## src/rtl/lockdet_pkg.sv

```systemverilog
package lockdet_pkg;

    parameter int unsigned GAP_W = 8;

    typedef logic [GAP_W-1:0] gap_t;

    typedef enum logic [1:0] {
        VIEW_RF   = 2'd0,
        VIEW_IF   = 2'd1,
        VIEW_BOTH = 2'd2,
        VIEW_ALT  = 2'd3
    } view_e;

    typedef enum logic [1:0] {
        MS_IDLE  = 2'd0,
        MS_REF_1 = 2'd1,
        MS_FB_1  = 2'd2
    } meas_e;

    typedef enum logic {
        KIND_RF = 1'b0,
        KIND_IF = 1'b1
    } pll_kind_e;

    // One finished comparison: paired=0 means one edge never met its partner
    typedef struct packed {
        logic valid;
        logic paired;
        gap_t gap;
    } gap_ev_t;

    function automatic int unsigned acq_for(pll_kind_e kind, int unsigned rf_t, int unsigned if_t);
        return (kind == KIND_RF) ? rf_t : if_t;
    endfunction

    function automatic gap_t sat_inc(gap_t v);
        return (v == '1) ? v : v + gap_t'(1);
    endfunction

endpackage

```

## src/rtl/lockdet_gap_meter.sv

```systemverilog
module lockdet_gap_meter
    import lockdet_pkg::*;
(
    input  logic    clk,
    input  logic    rst,
    input  logic    ref_i,
    input  logic    fb_i,
    output gap_ev_t ev_o
);

    logic  ref_q, fb_q;
    logic  ref_rise, fb_rise;
    meas_e st_q, st_d;
    gap_t  cnt_q, cnt_d;

    assign ref_rise = ref_i & ~ref_q;
    assign fb_rise  = fb_i  & ~fb_q;

    always_comb begin
        ev_o  = '0;
        st_d  = st_q;
        cnt_d = sat_inc(cnt_q);
        unique case (st_q)
            MS_IDLE: begin
                if (ref_rise && fb_rise) begin
                    ev_o = '{valid: 1'b1, paired: 1'b1, gap: '0};
                end else if (ref_rise) begin
                    st_d  = MS_REF_1;
                    cnt_d = gap_t'(1);
                end else if (fb_rise) begin
                    st_d  = MS_FB_1;
                    cnt_d = gap_t'(1);
                end
            end
            MS_REF_1: begin
                if (fb_rise) begin
                    ev_o = '{valid: 1'b1, paired: 1'b1, gap: cnt_q};
                    st_d = ref_rise ? MS_REF_1 : MS_IDLE;
                    cnt_d = gap_t'(1);
                end else if (ref_rise) begin
                    ev_o  = '{valid: 1'b1, paired: 1'b0, gap: cnt_q};
                    cnt_d = gap_t'(1);
                end
            end
            MS_FB_1: begin
                if (ref_rise) begin
                    ev_o = '{valid: 1'b1, paired: 1'b1, gap: cnt_q};
                    st_d = fb_rise ? MS_FB_1 : MS_IDLE;
                    cnt_d = gap_t'(1);
                end else if (fb_rise) begin
                    ev_o  = '{valid: 1'b1, paired: 1'b0, gap: cnt_q};
                    cnt_d = gap_t'(1);
                end
            end
            default: st_d = MS_IDLE;
        endcase
    end

    always_ff @(posedge clk) begin
        if (rst) begin
            ref_q <= 1'b0;
            fb_q  <= 1'b0;
            st_q  <= MS_IDLE;
            cnt_q <= '0;
        end else begin
            ref_q <= ref_i;
            fb_q  <= fb_i;
            st_q  <= st_d;
            cnt_q <= cnt_d;
        end
    end

    // any gap reported while a first edge was pending is at least one tick
    p_pending_gap_nonzero_r10: assert property (@(posedge clk) disable iff (rst)
        (ev_o.valid && st_q != MS_IDLE) |-> (ev_o.gap != '0));

    // a repeated reference while waiting for feedback keeps a window open
    p_double_ref_restarts_r5: assert property (@(posedge clk) disable iff (rst)
        (st_q == MS_REF_1 && ref_rise && !fb_rise) |=> (st_q == MS_REF_1 && cnt_q == gap_t'(1)));

endmodule

```

## src/rtl/lockdet_qualifier.sv

```systemverilog
module lockdet_qualifier
    import lockdet_pkg::*;
#(
    parameter int unsigned ACQ_TICKS = 10,
    parameter int unsigned RUN_LEN   = 5,
    parameter bit          USE_DIV4  = 1'b0
) (
    input  logic    clk,
    input  logic    rst,
    input  logic    clear_i,
    input  logic    div4_i,
    input  gap_ev_t ev_i,
    output logic    lock_o
);

    localparam int unsigned HOLD_TICKS = 2 * ACQ_TICKS;
    localparam int unsigned RUN_W      = $clog2(RUN_LEN + 1);
    localparam gap_t        ACQ_G      = gap_t'(ACQ_TICKS);
    localparam gap_t        HOLD_G     = gap_t'(HOLD_TICKS);
    localparam logic [RUN_W-1:0] RUN_LAST = RUN_W'(RUN_LEN - 1);

    logic             take;
    logic             good_acq;
    logic             bad_hold;
    logic             lock_q;
    logic [RUN_W-1:0] run_q;

    generate
        if (USE_DIV4) begin : g_div4
            logic [1:0] pre_q;
            always_ff @(posedge clk) begin
                if (rst || clear_i || !div4_i) begin
                    pre_q <= 2'd0;
                end else if (ev_i.valid) begin
                    pre_q <= pre_q + 2'd1;
                end
            end
            assign take = ev_i.valid && (!div4_i || pre_q == 2'd3);
        end else begin : g_every
            logic unused_div4;
            assign unused_div4 = div4_i;
            assign take = ev_i.valid;
        end
    endgenerate

    assign good_acq = ev_i.paired && (ev_i.gap < ACQ_G);
    assign bad_hold = !ev_i.paired || (ev_i.gap > HOLD_G);

    always_ff @(posedge clk) begin
        if (rst || clear_i) begin
            lock_q <= 1'b0;
            run_q  <= '0;
        end else if (take) begin
            if (lock_q) begin
                if (bad_hold) begin
                    lock_q <= 1'b0;
                    run_q  <= '0;
                end
            end else if (good_acq) begin
                if (run_q == RUN_LAST) begin
                    lock_q <= 1'b1;
                    run_q  <= '0;
                end else begin
                    run_q <= run_q + 1'b1;
                end
            end else begin
                run_q <= '0;
            end
        end
    end

    assign lock_o = lock_q;

    // lock can only appear on the edge that takes a tight comparison
    p_lock_needs_pass_r1: assert property (@(posedge clk) disable iff (rst)
        $rose(lock_q) |-> $past(take && good_acq && !clear_i));

    // a wide or unpaired evaluated comparison while locked drops lock
    p_drop_on_wide_r2: assert property (@(posedge clk) disable iff (rst)
        (lock_q && take && bad_hold && !clear_i) |=> !lock_q);

    // a comparison inside the hold window keeps lock
    p_keep_in_hold_r2: assert property (@(posedge clk) disable iff (rst)
        (lock_q && take && ev_i.paired && ev_i.gap <= HOLD_G && !clear_i) |=> lock_q);

    // a failing comparison while unlocked empties the run
    p_fail_resets_run_r4: assert property (@(posedge clk) disable iff (rst)
        (!lock_q && take && !good_acq && !clear_i) |=> (run_q == '0 && !lock_q));

    // re-initialise leaves an empty, unlocked channel
    p_clear_empties_r9: assert property (@(posedge clk) disable iff (rst)
        clear_i |=> (!lock_q && run_q == '0));

endmodule

```

## src/rtl/lockdet_channel.sv

```systemverilog
module lockdet_channel
    import lockdet_pkg::*;
#(
    parameter pll_kind_e   KIND         = KIND_RF,
    parameter int unsigned RF_ACQ_TICKS = 10,
    parameter int unsigned IF_ACQ_TICKS = 15,
    parameter int unsigned RUN_LEN      = 5
) (
    input  logic clk,
    input  logic rst,
    input  logic pd_i,
    input  logic clear_i,
    input  logic div4_i,
    input  logic ref_i,
    input  logic fb_i,
    output logic lock_o
);

    localparam int unsigned ACQ = acq_for(KIND, RF_ACQ_TICKS, IF_ACQ_TICKS);

    logic    ch_rst;
    logic    q_lock;
    gap_ev_t ev;

    assign ch_rst = rst | pd_i;

    lockdet_gap_meter u_meter (
        .clk   (clk),
        .rst   (ch_rst | clear_i),
        .ref_i (ref_i),
        .fb_i  (fb_i),
        .ev_o  (ev)
    );

    lockdet_qualifier #(
        .ACQ_TICKS (ACQ),
        .RUN_LEN   (RUN_LEN),
        .USE_DIV4  (KIND == KIND_RF)
    ) u_qual (
        .clk     (clk),
        .rst     (ch_rst),
        .clear_i (clear_i),
        .div4_i  (div4_i),
        .ev_i    (ev),
        .lock_o  (q_lock)
    );

    assign lock_o = q_lock & ~pd_i;

endmodule

```

## src/rtl/pll_lock_monitor.sv

```systemverilog
module pll_lock_monitor
    import lockdet_pkg::*;
#(
    parameter int unsigned RF_ACQ_TICKS = 10,
    parameter int unsigned IF_ACQ_TICKS = 15,
    parameter int unsigned RUN_LEN      = 5
) (
    input  logic       clk,
    input  logic       rst,
    input  logic       rf_ref_i,
    input  logic       rf_fb_i,
    input  logic       if_ref_i,
    input  logic       if_fb_i,
    input  logic       rf_pd_i,
    input  logic       if_pd_i,
    input  logic       rf_div4_i,
    input  logic       reinit_i,
    input  logic [1:0] view_i,
    output logic       lock_o
);

    localparam int unsigned NCH = 2;

    logic [NCH-1:0] ref_v, fb_v, pd_v, div_v, lock_v;
    view_e          view;

    assign ref_v = {if_ref_i, rf_ref_i};
    assign fb_v  = {if_fb_i,  rf_fb_i};
    assign pd_v  = {if_pd_i,  rf_pd_i};
    assign div_v = {1'b0,     rf_div4_i};
    assign view  = view_e'(view_i);

    generate
        for (genvar i = 0; i < NCH; i++) begin : g_ch
            lockdet_channel #(
                .KIND         ((i == 0) ? KIND_RF : KIND_IF),
                .RF_ACQ_TICKS (RF_ACQ_TICKS),
                .IF_ACQ_TICKS (IF_ACQ_TICKS),
                .RUN_LEN      (RUN_LEN)
            ) u_ch (
                .clk     (clk),
                .rst     (rst),
                .pd_i    (pd_v[i]),
                .clear_i (reinit_i),
                .div4_i  (div_v[i]),
                .ref_i   (ref_v[i]),
                .fb_i    (fb_v[i]),
                .lock_o  (lock_v[i])
            );
        end
    endgenerate

    always_comb begin
        unique case (view)
            VIEW_RF: lock_o = lock_v[0];
            VIEW_IF: lock_o = lock_v[1];
            default: lock_o = &lock_v;
        endcase
    end

    // a powered-down channel never shows lock
    p_pd_rf_low_r7: assert property (@(posedge clk) disable iff (rst)
        (rf_pd_i && view_i != 2'd1) |-> !lock_o);
    p_pd_if_low_r7: assert property (@(posedge clk) disable iff (rst)
        (if_pd_i && view_i != 2'd0) |-> !lock_o);

    // combined view is low if either channel is unlocked
    p_both_and_r8: assert property (@(posedge clk) disable iff (rst)
        (view_i[1] && lock_v != 2'b11) |-> !lock_o);

    // first cycle after reset release shows no lock
    p_reset_low_r11: assert property (@(posedge clk)
        $past(rst) |-> !lock_o);

endmodule

```

## config.mk

```make
export PLATFORM = sky130hd
export DESIGN_NAME = pll_lock_monitor
export DESIGN_NICKNAME = d
export VERILOG_FILES = /design/src/rtl/lockdet_pkg.sv /design/src/rtl/lockdet_gap_meter.sv /design/src/rtl/lockdet_qualifier.sv /design/src/rtl/lockdet_channel.sv /design/src/rtl/pll_lock_monitor.sv
export SDC_FILE = /design/constraint.sdc
export NUM_CORES = 1
export LEC_CHECK = 0
export BUFFER_PORTS_ARGS = -buffer_cell sky130_fd_sc_hd__buf_2
export CORE_ASPECT_RATIO = 1.4
export CORE_MARGIN = 2
export CORE_UTILIZATION = 53
export DETAILED_ROUTE_END_ITERATION = 8
export GPL_ROUTABILITY_DRIVEN = 1
export PLACE_DENSITY_LB_ADDON = 0.15
export RECOVER_POWER = 100
export SLEW_MARGIN = 10
export SYNTH_ARGS = -nofsm -noshare
export SYNTH_HDL_FRONTEND = slang
export SYNTH_SLANG_ARGS = --single-unit
```

## constraint.sdc

```tcl
create_clock -name clk -period 1.5 [get_ports clk]
set_input_delay 0.45 -clock clk [delete_from_list [all_inputs] [get_ports clk]]
set_output_delay 0.45 -clock clk [all_outputs]
set_load 0.02 [all_outputs]
```

Word level (Yosys, flattened, before mapping). Index checks and enable logic that the tools add are counted.

ROM bits: 0. Memories kept: 0. Logic and storage cells: 139. Latch bits: 0. Output and inout port bits: 1. Input port bits: 12. Bits in writable memories: 0. Register bits: 34.

Div/mod/pow operators: 0. Reductions and logical operators: 22. $add $sub $neg: 5. Bitwise logic cells: 16. $lt $le $gt $ge: 4. Eq/ne operators: 20. Mux-type cells: 59. $mul: 0. Shift operators: 0.

Operator list (count): two-way mux 10 bit (10); two-way mux 8 bit (12); case mux 10 bit (3 select lines) (2); case mux 8 bit (3 select lines) (2); two-way mux 2 bit (12); two-way mux 3 bit (8); adder 8 x 1 -> 8 bit (second input constant) (2); == test 8 bit (second input constant) (2); greater-than comparator 8 x 5 -> 1 bit (second input constant) (2); less-than comparator 8 x 4 -> 1 bit (second input constant) (2); != test 2 bit (second input constant) (8); case mux 2 bit (3 select lines) (2); two-way mux 1 bit (10); AND reduction 4 bit (2); adder 3 x 1 -> 3 bit (second input constant) (2); bitwise AND 1 bit (6); == test 2 x 1 -> 1 bit (second input constant) (3); == test 2 bit (second input constant) (3); == test 3 bit (second input constant) (2); zero test 2 bit (3); logical OR 1 bit (6); != test 3 bit (second input constant) (2); NOT 1 bit (6); AND reduction 2 bit (3); other kinds (5) (14).

Logic depth before layout (Yosys ltp). Gate-level depths: netlist (run 1).

Depth in word-level cells: 9. Depth in mapped cells: 6. Mapped depth without buffers: 6.

By module. Synthesis (run 1) repeated with hierarchy kept, for this count alone.

Cells, all modules: 235. Area, all modules: 2020.7 um^2.

By module, submodules not included: lockdet_gap_meter (instances 2, sequential area each 240.2 um^2, area an instance 658.1 um^2, cells each 77); lockdet_qualifier (g_ch[0].u_ch.u_qual) (instances 1, sequential area each 120.1 um^2, area an instance 369.1 um^2, cells each 41); lockdet_qualifier (g_ch[1].u_ch.u_qual) (instances 1, sequential area each 80.1 um^2, area an instance 269.0 um^2, cells each 30); lockdet_channel (instances 2, sequential area each 0.0 um^2, area an instance 21.3 um^2, cells each 3); pll_lock_monitor (instances 1, sequential area each 0.0 um^2, area an instance 23.8 um^2, cells each 4).

Least setup slack after synthesis (run 1). Ideal clock, no wire load.

Path type: input port to output port. Start: input rf_pd_i. End: output lock_o. Data arrival time: 1132 ps. Path buffers: 0. Cell stages on the path: 2. Required time: 1050 ps. Path slack: -82 ps. Cells stage by stage: nand2b_1 o31ai_1.

Word-level cells in the longest chain between the ends: 4.

RTL lines: start: declaration (line pll_lock_monitor.sv:14) `input logic rf_pd_i,`; NOT 1 bit (*) (line lockdet_channel.sv:48) `assign lock_o = q_lock & ~pd_i;`; bitwise AND 1 bit (*) (line lockdet_channel.sv:48); AND reduction 2 bit (line pll_lock_monitor.sv:57) `default: lock_o = &lock_v;`; case mux 1 bit (2 select lines) (*) (line pll_lock_monitor.sv:54) `unique case (view)`; end: declaration (line pll_lock_monitor.sv:19) `output logic lock_o`.

Mark *: on every way between the ends. The rest lies on a longest branch, timed or not.

Worst setup path after layout (run 1).
Start: register g_ch[0].u_ch.u_meter.st_q[0]. End: register g_ch[0].u_ch.u_qual.lock_q.

Word-level cells in the longest chain between the ends: 6. Elaborated cells between the ends (all ways): 13. Classes of those cells: 2 x order compare; 2 x eq/ne; 4 x mux; 5 x reduce/logical.

RTL lines: start: declaration (line lockdet_gap_meter.sv:13) `meas_e st_q, st_d;`; start signal: assignment (line lockdet_gap_meter.sv:68) `st_q <= st_d;`; == test 2 bit, or another cell as far along (line lockdet_gap_meter.sv:23) `unique case (st_q)`; case mux 10 bit (3 select lines) (*) (line lockdet_gap_meter.sv:23); less-than comparator 8 x 4 -> 1 bit, or another cell as far along (line lockdet_qualifier.sv:46) `assign good_acq = ev_i.paired && (ev_i.gap < ACQ_G);`; logical AND 1 bit or logical OR 1 bit (tied branches) (line lockdet_qualifier.sv:46, lockdet_qualifier.sv:47); two-way mux 1 bit (on tied branches) (line lockdet_qualifier.sv:59, lockdet_qualifier.sv:55); two-way mux 1 bit (line lockdet_qualifier.sv:54) `if (lock_q) begin`; end signal: assignment (line lockdet_qualifier.sv:51) `lock_q <= 1'b0;`; end signal: assignment (line lockdet_qualifier.sv:56) `lock_q <= 1'b0;`; end signal: assignment (line lockdet_qualifier.sv:61) `lock_q <= 1'b1;`; end: declaration (line lockdet_qualifier.sv:25) `logic lock_q;`.

Marked as above. A chain may end at the register's enable or synchronous reset.

==> run_results.csv, run 1 <==
group,metric,value,unit
synth,synth_top_area_share,36.5,%
flow_run,drv_cap,0,
synth,synth-seq-cells,34,
sta,whs,0.408,ns
global_route,grt_pass1_vias,1727,
worst_setup_path,worst-path-buf-inv,0,
route,post_drt_wl_per_cell,15.5,microns
synth,syn_avg_cell_area,8.47,sq um
status,violations,"negative setup slack",
floorplan,die_x,54.1,microns
sta,slew_headroom,76.0,%
sta,min_period,1.56,ns
global_route,antenna_found_initial,0,
worst_setup_path,r2r_start,"g_ch[0].u_ch.u_meter.st_q[0]$_SDFFE_PP0P_",
worst_setup_path,start_kind,"flop",
synth,synth_area_leaders,"dfxtp_1, ha_1, a21oi_1, nor2_1, nand2_1",
sta,worst_slack,-0.0646,ns
sta,post-route-period-util,104,%
route,vias_per_cell,6.01,
sta,worst_pin_slew,0.359,ns
global_route,grt_max_degree,10,
worst_setup_path,path_cells,"nor4bb_4 > o2111ai_2 > a21oi_4 > and3_1 > o221a_1",
clocking,cts_sinks,34,
global_route,grt_overflow,0,
floorplan,ios,13,
route,drt-total-wl,4720,microns
power,p_per_area,715,mW/mm^2
sta,finClkSkew,0.0116,ns
worst_setup_path,startpoint,"g_ch[0].u_ch.u_meter.st_q[0]$_SDFFE_PP0P_",
sta,rsz0062_at_grt,"yes",
synth,yosys-top-cells-count,"dfxtp_1, nor2_1, nand2_1",
synth,yosys_warnings,0,
route,first_pass_iters,4,
placed_design,place.gp.congestion,0.794,
hold_path,hold_class,"input port to flop",
route,drcViolationCount,0,
final_layout,layout-drive-gt1-share,38.6,%
floorplan,fp.dieArea,0.00401,sq mm
synth,syn_inst,220,
synth,async_flop_share,0,%
clocking,clockRootBuffer,"clkbuf_8",
synth,yosysUniqueCellTypes,47,
worst_setup_path,crit_type,"flop to flop",
worst_setup_path,cp.arrival,1.79,ns
route,drtAntennaViolNets,0,
final_layout,area_growth,34.3,%
synth,yosysMostFrequentCell,"dfxtp_1",
floorplan,fp-row-count,25,
clocking,insertion_delay,0.29,ns
clocking,cts_buffers,5,
final_layout,utilization,74.1,%
final_layout,finalNetCount,284,
worst_setup_path,worst_setup_path_end_kind,"flop",
clocking,clockBufferDepth,2,
floorplan,initial_utilization,55.1,%
placed_design,io_buffers,12,
global_route,grt_pass1_wl,7220,microns
global_route,grt_usage,24.4,%
floorplan,die_y,74.2,microns
clocking,htree_levels,2,
power,power.static_leakage,0.957,nW
worst_setup_path,cp_data_required_time,1.72,ns
sta,timing.final.max_slew_violations,0,
worst_setup_path,crit_fanout,5,
power,totalPowerFinal,1.79,mW
route,vias,1826,
synth,yosysSeqAreaShare,36.5,%
sta,finalHoldViolations,0,
final_layout,diodes,0,
final_layout,fillers,232,
synth,synth_ff_type,"dfxtp_1",
synth,synth.cell_area,0.00186,sq mm
sta,setup_violations,6,
placed_design,dp_hpwl,3030,microns
route,drt_iter0_markers,57,
floorplan,core_area,0.00338,sq mm
synth,synth_top_area_cell,"dfxtp_1",
clocking,cts_tree,"yes",
sta,max_freq,639,MHz
worst_setup_path,crit_slowest_cell,"dfxtp_2",
status,run_status,"finished, violations left",
synth,syn-num-nets,239,
synth,synth_edf_count,0,
worst_setup_path,critPathTopFamily,"compound AO/OA/AOI/OAI gates",
hold_path,hold_start,"if_ref_i",
clocking,clk_pin_slew,0.07,ns
power,vdd_drop_max,0.000615,V
worst_setup_path,crit_path_max_incr_delay,0.35,ns
final timing paths:
kind / end / slack, ns / depth (start not counted)
setup / recovery: g_ch[0].u_ch.u_qual.lock_o$_SDFFE_PP0P_ / -0.06 / 5
hold / removal: g_ch[1].u_ch.u_meter.ref_q$_SDFF_PP0_ / 0.41 / 2
setup reg to reg: g_ch[0].u_ch.u_qual.lock_o$_SDFFE_PP0P_ / -0.06 / 5
hold reg to reg: g_ch[0].u_ch.u_qual.g_div4.pre_q[1]$_SDFFE_PP0P_ / 0.50 / 2
through the flow:
stage                     instances  worst slack [ns]  setup TNS [ns]  area, sq um
after CTS                       301           -0.0665         -0.0946         2370
after detailed placement        293            -0.235           -2.86         2150
after floorplan                 220           0.00743               0         1880
after global placement          293            -0.156           -2.03         2150
after global routing            304            -0.147           -1.03         2500
final                           304           -0.0646          -0.202         2500
per-layer routing:
layer / part of all wire (%) / up-vias / global-route usage, % / wire (microns)
li1: - / 895 / - / -
met1: 41 / 859 / 27.1 / 1950
met2: 51 / 60 / 43.6 / 2400
met4: 2.4 / 0 / 9.17 / 111
met5: 0 / - / 0 / 0
met3: 5.3 / 12 / 6.02 / 251
cell type report:
type                    count  area, sq um  area share [%]
multi-input cells         172         1350            54.0
repair buffers             45          287            11.5
inverters                   7         26.3            1.05
well taps                  40         50.0            2.00
clock buffers               6         82.6            3.30
flip-flops and latches     34          706            28.2
sequential cells by signal, indices dropped and copies added (netlist names):
name	count
g_ch.u_ch.u_meter.ref_q	2
g_ch.u_ch.u_meter.st_q	4
g_ch.u_ch.u_meter.cnt_q	16
g_ch.u_ch.u_qual.g_div4.pre_q	2
g_ch.u_ch.u_qual.run_q	6
g_ch.u_ch.u_meter.fb_q	2
g_ch.u_ch.u_qual.lock_o	2
cell usage in the layout, fill, tap and decap left out, drive strengths merged, types with 8 or more instances in the layout:
master and n:
a21oi 16, nor2 18, clkbuf 14, nand2 17
o21ai 12, and2 8, nor3 11, dfxtp 34
buf 37
logic make-up after synthesis:
family | synth area share, %
fa+ha+maj | 4.70
xor+xnor | 4.23
flops | 36.5
buf+inv | 3.90
simple gates | 28.7
mux | 2.69
compound gates | 19.3
where the power goes:
group,leakage [nW],internal (mW),switching (mW)
clock,0.0431,0.354,0.314
sequential,0.282,0.908,0.0125
combinational,0.631,0.0940,0.107
total,0.957,1.36,0.434
repair_timing:
item / CTS / global route
pin swaps: 10 / 13
setup endpoints to repair: 12 / 23
resized for setup: 28 / 41
endpoints found under the hold margin: 0 / 0
hold buffers: 0 / 0
buffers inserted: 2 / 3
(Power assumes the default switching activity.)
==> run 2: changes to the inputs <==
--- a/config.mk
+++ b/config.mk
@@ -10,3 +10,3 @@
 export CORE_MARGIN = 2
-export CORE_UTILIZATION = 53
+export CORE_UTILIZATION = 31
 export DETAILED_ROUTE_END_ITERATION = 8
--- a/constraint.sdc
+++ b/constraint.sdc
@@ -3,2 +3,2 @@
 set_output_delay 0.45 -clock clk [all_outputs]
-set_load 0.02 [all_outputs]
+set_load 0.1 [all_outputs]
==> run 2 against run 1 <==
The flow still finishes with violations (negative setup slack); design area is 8.8% higher; hold slack better by 0.0099 ns; via count is 1.7% lower; maximum frequency fell by 5.7%; sequential power is essentially flat; utilization fell by 27 points; largest power group unchanged; non-clock buffer count increased by 18; combinational power is 10% higher; die area increased by 66%; sequential share of layout area is 2.4 points lower.
==> run_results.csv, run 2 (synthesis results as in run 1) <==
group,metric,value,unit
route,drt_iter0_markers,69,
sta,slew_headroom,76.9,%
final_layout,final_common_cell,"buf_4",
global_route,grt_usage,13.5,%
final_layout,area_growth,46.1,%
clocking,cts_buffers,5,
placed_design,dp_hpwl,3260,microns
placed_design,io_buffers,12,
power,power.static_leakage,1.07,nW
clocking,cts_tree,"yes",
floorplan,ios,13,
sta,rsz0062_at_grt,"yes",
global_route,grt_overflow,0,
route,post_drt_wl_per_cell,12.5,microns
global_route,antenna_found_initial,0,
floorplan,die_x,69.5,microns
floorplan,fp.dieArea,0.00665,sq mm
worst_setup_path,worst-path-buf-inv,1,
final_layout,regMostFlops,"g_ch.u_ch.u_meter.cnt_q",
sta,finClkSkew,0.00462,ns
worst_setup_path,worst_setup_path_end_kind,"primary output",
power,p_per_area,681,mW/mm^2
hold_path,holdPathStages,2,
status,violations,"negative setup slack",
route,drtAntennaViolNets,0,
final_layout,top_regs,"g_ch.u_ch.u_meter.cnt_q x16, g_ch.u_ch.u_qual.run_q x6, g_ch.u_ch.u_meter.st_q x4",
global_route,grt_pass1_vias,1687,
worst_setup_path,crit_slowest_cell,"dfxtp_4",
global_route,top_usage_layer,"met2",
clocking,clockRootBuffer,"clkbuf_8",
global_route,grt_max_degree,11,
flow_run,drv_cap,0,
clocking,clk_pin_slew,0.07,ns
global_route,use_met3,2.93,%
worst_setup_path,critPathTopFamily,"flip-flops",
worst_setup_path,crit_fanout,2,
hold_path,hold_class,"input port to flop",
final_layout,diodes,0,
final_layout,final_cell_mix,"buf_4, dfxtp_1, nor2_1",
global_route,met1_usage,13.8,%
floorplan,core_area,0.00582,sq mm
route,vias_per_cell,5.07,
final_layout,largest_register_ffs,16,
worst_setup_path,rr_worst_depth,9,
worst_setup_path,cp.arrival,1.21,ns
placed_design,place.gp.congestion,0.752,
route,drcViolationCount,0,
floorplan,initial_utilization,32.0,%
sta,setup_violations,4,
floorplan,die_y,95.7,microns
floorplan,fp-row-count,33,
sta,min_period,1.66,ns
sta,worst_pin_slew,0.344,ns
sta,timing.final.max_slew_violations,0,
route,first_pass_iters,4,
route,drt-total-wl,4430,microns
worst_setup_path,start_kind,"flop",
power,vdd_drop_max,0.000324,V
sta,post-route-period-util,111,%
clocking,htree_levels,2,
final_layout,final_cells,354,
status,run_status,"finished, violations left",
global_route,grt_pass1_wl,7160,microns
worst_setup_path,cp_data_required_time,1.05,ns
final_layout,layout-drive-gt1-share,42.3,%
worst_setup_path,crit_path_max_incr_delay,0.37,ns
worst_setup_path,cp.depth,5,
worst_setup_path,crit_type,"flop to primary output",
placed_design,placed_area,0.00234,sq mm
clocking,clockBufferDepth,2,
sta,finalHoldViolations,0,
route,vias,1795,
clocking,cts_sinks,34,
final_layout,postLayoutCellArea,0.00272,sq mm
sta,max_freq,602,MHz
clocking,insertion_delay,0.29,ns
placed_design,placed_cells_incl_taps,339,
global_route,gr-usage-met2,26.0,%
worst_setup_path,path_cells,"nand2b_4 > o21ai_2 > nand3b_1 > o31ai_4 > buf_12",
sta,worst_slack,-0.160,ns
final_layout,finalNetCount,302,
## run 2: report_power, final
part	leakage [nW]	internal, mW	switching, mW
Clock	0.0482	0.370	0.341
Sequential	0.281	0.907	0.0122
Combinational	0.739	0.114	0.107
Total	1.07	1.39	0.460
## run 2: repair_timing
action	4_1_cts	5_1_grt
setup endpoints to repair	7	22
setup buffers	2	6
hold buffers	0	0
pin swaps	5	14
gates resized for setup	21	48
## run 2: layer usage
layer  share of wire, %  vias up
li1                   -      927
met1                 41      845
met2                 54       15
met3                2.4        8
met4                2.4        0
met5                  0        -
## run 2: per-stage QoR
step	power (mW)	setup WS, ns	util (%)	hold slack [ns]	TNS [ns]
6_report	1.85	-0.160	46.7	0.418	-0.176
5_1_grt	1.94	-0.235	46.7	0.417	-1.06
3_3_place_gp	1.13	-0.390	40.2	0.481	-3.09
2_1_floorplan	1.03	-0.401	-	0.463	-0.401
4_1_cts	1.87	-0.195	43.5	0.386	-0.195
3_5_place_dp	1.13	-0.374	40.2	0.489	-3.33
## run 2: worst paths after layout
kind / slack, ns / start / endpoint
setup / recovery: -0.16 / g_ch[0].u_ch.u_qual.lock_o$_SDFFE_PP0P_ / lock_o
hold / removal: 0.42 / rf_ref_i / g_ch[0].u_ch.u_meter.ref_q$_SDFF_PP0_
setup reg to reg: -0.01 / g_ch[0].u_ch.u_qual.lock_o$_SDFFE_PP0P_ / g_ch[0].u_ch.u_qual.run_q[0]$_SDFFE_PP0P_
hold reg to reg: 0.50 / g_ch[0].u_ch.u_qual.run_q[1]$_SDFFE_PP0P_ / g_ch[0].u_ch.u_qual.run_q[1]$_SDFFE_PP0P_
## run 2: layout make-up
cell class / count / area [sq um]
Fill cell: 576 / 3100
Multi-Input combinational cell: 172 / 1370
Sequential cell: 34 / 702
Timing Repair Buffer: 63 / 449
Tap cell: 70 / 87.6
Clock buffer: 7 / 86.3
Inverter: 7 / 26.3
Clock inverter: 1 / 5.00
